**config.mk**
```make
export PLATFORM = sky130hd
export DESIGN_NAME = fallchain_top
export DESIGN_NICKNAME = d
export VERILOG_FILES = /design/src/rtl/fallchain_pkg.sv /design/src/rtl/fallchain_ctrl.sv /design/src/rtl/fallchain_data.sv /design/src/rtl/fallchain_top.sv
export SDC_FILE = /design/constraint.sdc
export NUM_CORES = 1
export LEC_CHECK = 0
export ABC_AREA = 1
export CAP_MARGIN = 0
export CORE_ASPECT_RATIO = 0.6
export CORE_MARGIN = 3
export CORE_UTILIZATION = 34
export DETAILED_ROUTE_END_ITERATION = 8
export GPL_TIMING_DRIVEN = 0
export HOLD_SLACK_MARGIN = 0.05
export SLEW_MARGIN = 5
export SYNTH_ARGS = -nofsm -noshare
export SYNTH_HDL_FRONTEND = slang
export SYNTH_SLANG_ARGS = --single-unit
```
**constraint.sdc**
```tcl
create_clock -name clk -period 2.6 [get_ports clk]
set_input_delay 0.26 -clock clk [delete_from_list [all_inputs] [get_ports clk]]
set_output_delay 0.26 -clock clk [all_outputs]
set_load 0.02 [all_outputs]
```
**src/rtl/fallchain_pkg.sv**
```systemverilog
package fallchain_pkg;
  // Per-stage strobes from control to datapath
  typedef struct packed {
    logic push;   // stage takes the word at its input
    logic pop;    // stage releases its head word
  } stageStrobe_t;
endpackage

```
**src/rtl/fallchain_ctrl.sv**
```systemverilog
module fallchain_ctrl
  import fallchain_pkg::*;
#(
  parameter int N_STAGES    = 3,
  parameter int STAGE_DEPTH = 4
) (
  input  logic                         clk,
  input  logic                         rstN,
  input  logic                         wrEnN,
  input  logic                         rdEnN,
  output stageStrobe_t [N_STAGES-1:0]  strobe,
  output logic                         chainInReadyN,
  output logic                         chainOutReadyN
);
  localparam int CNT_W = $clog2(STAGE_DEPTH + 1);

  logic [N_STAGES-1:0] stageOrN;   // active low: stage head valid
  logic [N_STAGES-1:0] stageIrN;   // active low: stage has room

  for (genvar k = 0; k < N_STAGES; k++) begin : g_stage
    logic [CNT_W-1:0] cnt;

    assign stageOrN[k] = (cnt == '0);
    assign stageIrN[k] = (cnt == CNT_W'(STAGE_DEPTH));

    // Output-ready of the stage before drives this stage's write directly
    if (k == 0) begin : g_head
      assign strobe[k].push = !wrEnN && !stageIrN[k];
    end else begin : g_link
      assign strobe[k].push = !stageOrN[k-1] && !stageIrN[k];
    end

    if (k == N_STAGES - 1) begin : g_tail
      assign strobe[k].pop = !rdEnN && !stageOrN[k];
    end else begin : g_pass
      assign strobe[k].pop = !stageOrN[k] && !stageIrN[k+1];
    end

    always_ff @(posedge clk) begin
      if (!rstN) begin
        cnt <= '0;
      end else begin
        case ({strobe[k].push, strobe[k].pop})
          2'b10:   cnt <= cnt + 1'b1;
          2'b01:   cnt <= cnt - 1'b1;
          default: cnt <= cnt;
        endcase
      end
    end
  end

  assign chainInReadyN  = stageIrN[0];
  assign chainOutReadyN = stageOrN[N_STAGES-1];
endmodule

```
**src/rtl/fallchain_data.sv**
```systemverilog
module fallchain_data
  import fallchain_pkg::*;
#(
  parameter int N_STAGES    = 3,
  parameter int STAGE_DEPTH = 4,
  parameter int DATA_W      = 8
) (
  input  logic                         clk,
  input  logic                         rstN,
  input  stageStrobe_t [N_STAGES-1:0]  strobe,
  input  logic [DATA_W-1:0]            wrData,
  output logic [DATA_W-1:0]            rdData
);
  localparam int PTR_W = (STAGE_DEPTH > 1) ? $clog2(STAGE_DEPTH) : 1;

  logic [DATA_W-1:0] headData [N_STAGES];

  function automatic logic [PTR_W-1:0] bumpPtr(input logic [PTR_W-1:0] p);
    return (p == PTR_W'(STAGE_DEPTH - 1)) ? '0 : p + 1'b1;
  endfunction

  for (genvar k = 0; k < N_STAGES; k++) begin : g_stage
    logic [DATA_W-1:0] mem [STAGE_DEPTH];
    logic [PTR_W-1:0]  wrPtr;
    logic [PTR_W-1:0]  rdPtr;
    logic [DATA_W-1:0] stageIn;

    if (k == 0) begin : g_src_port
      assign stageIn = wrData;
    end else begin : g_src_prev
      assign stageIn = headData[k-1];
    end

    always_ff @(posedge clk) begin
      if (strobe[k].push) mem[wrPtr] <= stageIn;
    end

    always_ff @(posedge clk) begin
      if (!rstN) begin
        wrPtr <= '0;
        rdPtr <= '0;
      end else begin
        if (strobe[k].push) wrPtr <= bumpPtr(wrPtr);
        if (strobe[k].pop)  rdPtr <= bumpPtr(rdPtr);
      end
    end

    // Fall-through: head word is visible without a read
    assign headData[k] = mem[rdPtr];
  end

  assign rdData = headData[N_STAGES-1];
endmodule

```
**src/rtl/fallchain_top.sv**
```systemverilog
module fallchain_top
  import fallchain_pkg::*;
#(
  parameter int LANES       = 2,
  parameter int LANE_W      = 8,
  parameter int N_STAGES    = 3,
  parameter int STAGE_DEPTH = 4
) (
  input  logic                      clk,
  input  logic                      rstN,
  input  logic                      wrEnN,
  input  logic [LANES*LANE_W-1:0]   wrData,
  output logic                      inReadyN,
  input  logic                      rdEnN,
  output logic [LANES*LANE_W-1:0]   rdData,
  output logic                      outReadyN
);
  logic [LANES-1:0] laneIrN;
  logic [LANES-1:0] laneOrN;

  for (genvar l = 0; l < LANES; l++) begin : g_lane
    stageStrobe_t [N_STAGES-1:0] strobe;

    fallchain_ctrl #(
      .N_STAGES(N_STAGES), .STAGE_DEPTH(STAGE_DEPTH)
    ) u_ctrl (
      .clk(clk), .rstN(rstN), .wrEnN(wrEnN), .rdEnN(rdEnN),
      .strobe(strobe), .chainInReadyN(laneIrN[l]), .chainOutReadyN(laneOrN[l])
    );

    fallchain_data #(
      .N_STAGES(N_STAGES), .STAGE_DEPTH(STAGE_DEPTH), .DATA_W(LANE_W)
    ) u_data (
      .clk(clk), .rstN(rstN), .strobe(strobe),
      .wrData(wrData[l*LANE_W +: LANE_W]), .rdData(rdData[l*LANE_W +: LANE_W])
    );
  end

  // Composite flags: any lane not ready keeps the whole word not ready
  assign inReadyN  = |laneIrN;
  assign outReadyN = |laneOrN;
endmodule

```
==> out/qor.log <==
INFO  outcome        outcome=complete, no violations
INFO  critical_path  end_kind=output pin
INFO  clock_tree     cts.sink_count=246
INFO  synth          post_synth_instance_area=0.0101mm2
INFO  floorplan      floorplan.core_area=0.0290mm2
INFO  global_routing grt_start_max_net_pins=16
INFO  route          route.final.wire_length=19200um
INFO  floorplan      die_height=140um
INFO  cells_and_area area_of_the_multi_input_gates=0.00276mm2
INFO  synth          seq_area_frac_synth=0.677
INFO  clock_tree     h-tree-depth=1
INFO  sta            setup_violations=0
INFO  flow_run       drv_cap=0
INFO  cells_and_area layout-drive-gt1-share=0.0860
INFO  global_routing first_pass_grt_wire_length=30700um
INFO  critical_path  startpoint_type=flip-flop
INFO  global_routing grt.overflow.total=0
INFO  route          ant_nets=0
INFO  route          initialDrtViolationCount=461
INFO  power_and_ir_drop static-leakage-power=4.37nW
INFO  sta            maxClockFrequency=416MHz
INFO  critical_path  critical_path_peak_fanout=10
INFO  clock_tree     clk_lat_worst_skew=0.51ns
INFO  sta            worst_clock_skew=0.00699ns
INFO  floorplan      num_io_pins=38
INFO  critical_path  criticalPathCategory=flip-flop to output pin
INFO  clock_tree     cts_root_buffer=clkbuf_16
INFO  synth          yosys_warnings=0
INFO  critical_path  peak_per_stage_delay_on_the_critical_path=0.64ns
INFO  min_path       worst_hold_stages=1
INFO  critical_path  worstRegToRegCells=10
INFO  sta            final_hold_viol_count=0
INFO  route          post-route-drc-count=0
INFO  critical_path  timing.critical_path.required=2.34ns
INFO  clock_tree     number_of_buffers_on_the_longest_clock_path=3
INFO  sta            period_needed=2.41ns
INFO  synth          syn_area_per_cell=11.7um2
INFO  sta            setup_total_negative_slack=0ns
INFO  synth          netlist.area_leader.share=0.571
INFO  cells_and_area layout.core_utilization=0.406
INFO  floorplan      die-area=0.0319mm2
INFO  placed_design  placement.io_buffers=37
INFO  min_path       holdCritPathClass=primary input to flip-flop
INFO  sta            fin_crit_sh=0.925
INFO  sta            final.hold.worst_slack=0.381ns
INFO  route          routed-via-count=6096
INFO  synth          postSynthRegisterBits=246
INFO  sta            slew_viol_final=0
INFO  route          post_drt_via_cell_ratio=4.54
INFO  placed_design  placed_instance_area=0.0110mm2
INFO  route          wire_per_inst=14.3um
INFO  clock_tree     number_of_setup_buffers_added_after_cts=0
INFO  synth          post_synth_num_cell_types=25
INFO  critical_path  critical_path.cell_chain=inv_2 -> buf_6 -> nor2_1 -> o22ai_1 -> clkdlybuf4s50_1
INFO  cells_and_area regArea=0.00685mm2
INFO  power_and_ir_drop max-vdd-ir-drop=0.482mV
INFO  synth          postSynthCellCount=861
INFO  cells_and_area insertedDiodeCount=0
INFO  synth          yosysTopAreaCell=edfxtp_1
INFO  clock_tree     clkTransAtPathRegs=0.07ns
INFO  placed_design  place_hpwl=12800um
INFO  synth          synth_area_leaders=edfxtp_1 57%, dfxtp_1 11%, nor2_1 7.0%
INFO  clock_tree     cts_made_buffers=24
INFO  clock_tree     cts_hold_buffers_added=0
INFO  placed_design  gp_routability_congestion=0.730
INFO  power_and_ir_drop p_total=14.9mW
INFO  critical_path  worstPathArrival=2.15ns
INFO  clock_tree     cts-resized-gates=0
INFO  cells_and_area final_nets=986
INFO  power_and_ir_drop p_per_area=1270mW/mm2
INFO  global_routing first_global_vias=5590
INFO  global_routing antenna_found_initial=0
INFO  critical_path  critical-path-slowest-cell=clkdlybuf4s50_1
INFO  route          drtPass1Iterations=5
INFO  sta            slew_headroom=0.459
INFO  global_routing grt_overall_usage=0.118
INFO  floorplan      initial_core_util=0.348
INFO  cells_and_area final_standard_cell_area_without_fillers=0.0118mm2
INFO  cells_and_area area_growth=16.5%
INFO  floorplan      dieWidth=229um
INFO  floorplan      floorplan.rows=48
INFO  cells_and_area num-fill-cells=2696
INFO  sta            rsz0062_at_grt=false
INFO  sta            timing_worst_slew_pin_value=0.809ns
INFO  synth          mappedNetlistNets=923
INFO  clock_tree     tritoncts=done
==> final timing paths <==
path | from | endpoint | slack (ns)
setup / recovery | flip-flop | rdData[3] | 0.19
hold / removal | wrData[14] | g_lane[1].u_data.g_stage[0].mem[2][6]$_DFFE_PP_ | 0.38
setup reg to reg | g_lane[1].u_ctrl.g_stage[0].cnt[0]$_SDFFE_PN0P_ | g_lane[1].u_ctrl.g_stage[0].cnt[2]$_SDFFE_PN0P_ | 0.65
hold reg to reg | g_lane[0].u_data.g_stage[2].rdPtr[1]$_SDFFE_PN0P_ | g_lane[0].u_data.g_stage[2].rdPtr[1]$_SDFFE_PN0P_ | 0.51
==> cells by family (layout without fill, tap and decap cells) <==
kind of cell    Yosys count  count (layout)  synth area share
flops                   246             246             0.677
buf+inv                 107             188            0.0492
compound gates          178             178            0.0968
fa+ha+maj                42              42            0.0565
simple gates            288             288             0.120
==> sequential cells by signal, summed over array words and instances (netlist names), named ones only <==
name                         count
g_lane.u_ctrl.g_stage.cnt       18
g_lane.u_data.g_stage.mem      192
g_lane.u_data.g_stage.rdPtr     12
g_lane.u_data.g_stage.wrPtr     12
==> report_power, final <==
group | switching (mW) | internal (mW)
Clock | 1.45 | 2.04
Sequential | 0.555 | 5.86
Combinational | 3.27 | 1.73
Total | 5.28 | 9.63
==> cells in the mapped netlist <==
master	n
a21oi_1	17
a21oi_2	1
a31oi_1	4
buf_2	4
buf_6	12
dfxtp_1	54
edfxtp_1	192
fa_1	6
ha_1	36
inv_1	85
inv_2	6
nand2_1	64
nand2_2	8
nand2_4	6
nand3_1	4
nand3b_1	10
nand4_1	4
nor2_1	188
nor2_2	2
nor2_4	1
o21ai_0	96
o21ai_1	7
o21ai_2	5
o22ai_1	48
or2_2	1
==> worst max-delay path, delay by kind of cell, from the launching register on <==
family,cells,cell delay [ns]
DFF,1,0.40
and+or+nand+nor,1,0.05
buffers and inverters,3,0.97
AOI/OAI and AO/OA,1,0.20
==> layout make-up <==
| type | instances | share of cell area |
|---|---|---|
| sequential | 246 | 0.582 |
| tap | 400 | 0.0425 |
| multi-input combinational | 508 | 0.235 |
| timing repair buffer | 37 | 0.0317 |
| clock inverter | 18 | 0.0140 |
| clock buffer | 26 | 0.0535 |
| inverter | 91 | 0.0290 |
| buffer | 16 | 0.0132 |
==> placed cells by master (no fill, tap or decap), drive strengths merged, types with 3 or more instances in the layout <==
| cell type | Yosys | layout |
|---|---|---|
| nand4 | 4 | 4 |
| edfxtp | 192 | 192 |
| inv | 91 | 91 |
| nand2 | 78 | 78 |
| nand3 | 4 | 4 |
| buf | 16 | 16 |
| clkbuf | 0 | 26 |
| dfxtp | 54 | 54 |
| nand3b | 10 | 10 |
| clkdlybuf4s50 | 0 | 36 |
| o21ai | 108 | 108 |
| fa | 6 | 6 |
| nor2 | 191 | 191 |
| bufinv | 0 | 3 |
| ha | 36 | 36 |
| o22ai | 48 | 48 |
| clkinv | 0 | 14 |
| a21oi | 18 | 18 |
| a31oi | 4 | 4 |
==> metal layers <==
layer	vias up	GRT usage	part of all wire
li1	3115	-	-
met4	0	0.0265	0.016
met2	103	0.159	0.40
met1	2855	0.193	0.54
met3	23	0.0239	0.047
met5	-	0	0
==> per-stage QoR <==
stage	std cells	worst slack [ns]
final	1342	0.195
after global routing	1342	0.0305
after CTS	1342	0.0706
after global placement	1298	0.407
after detailed placement	1298	0.392
after floorplan	861	0.819
Power figures use the tool's default switching activity.
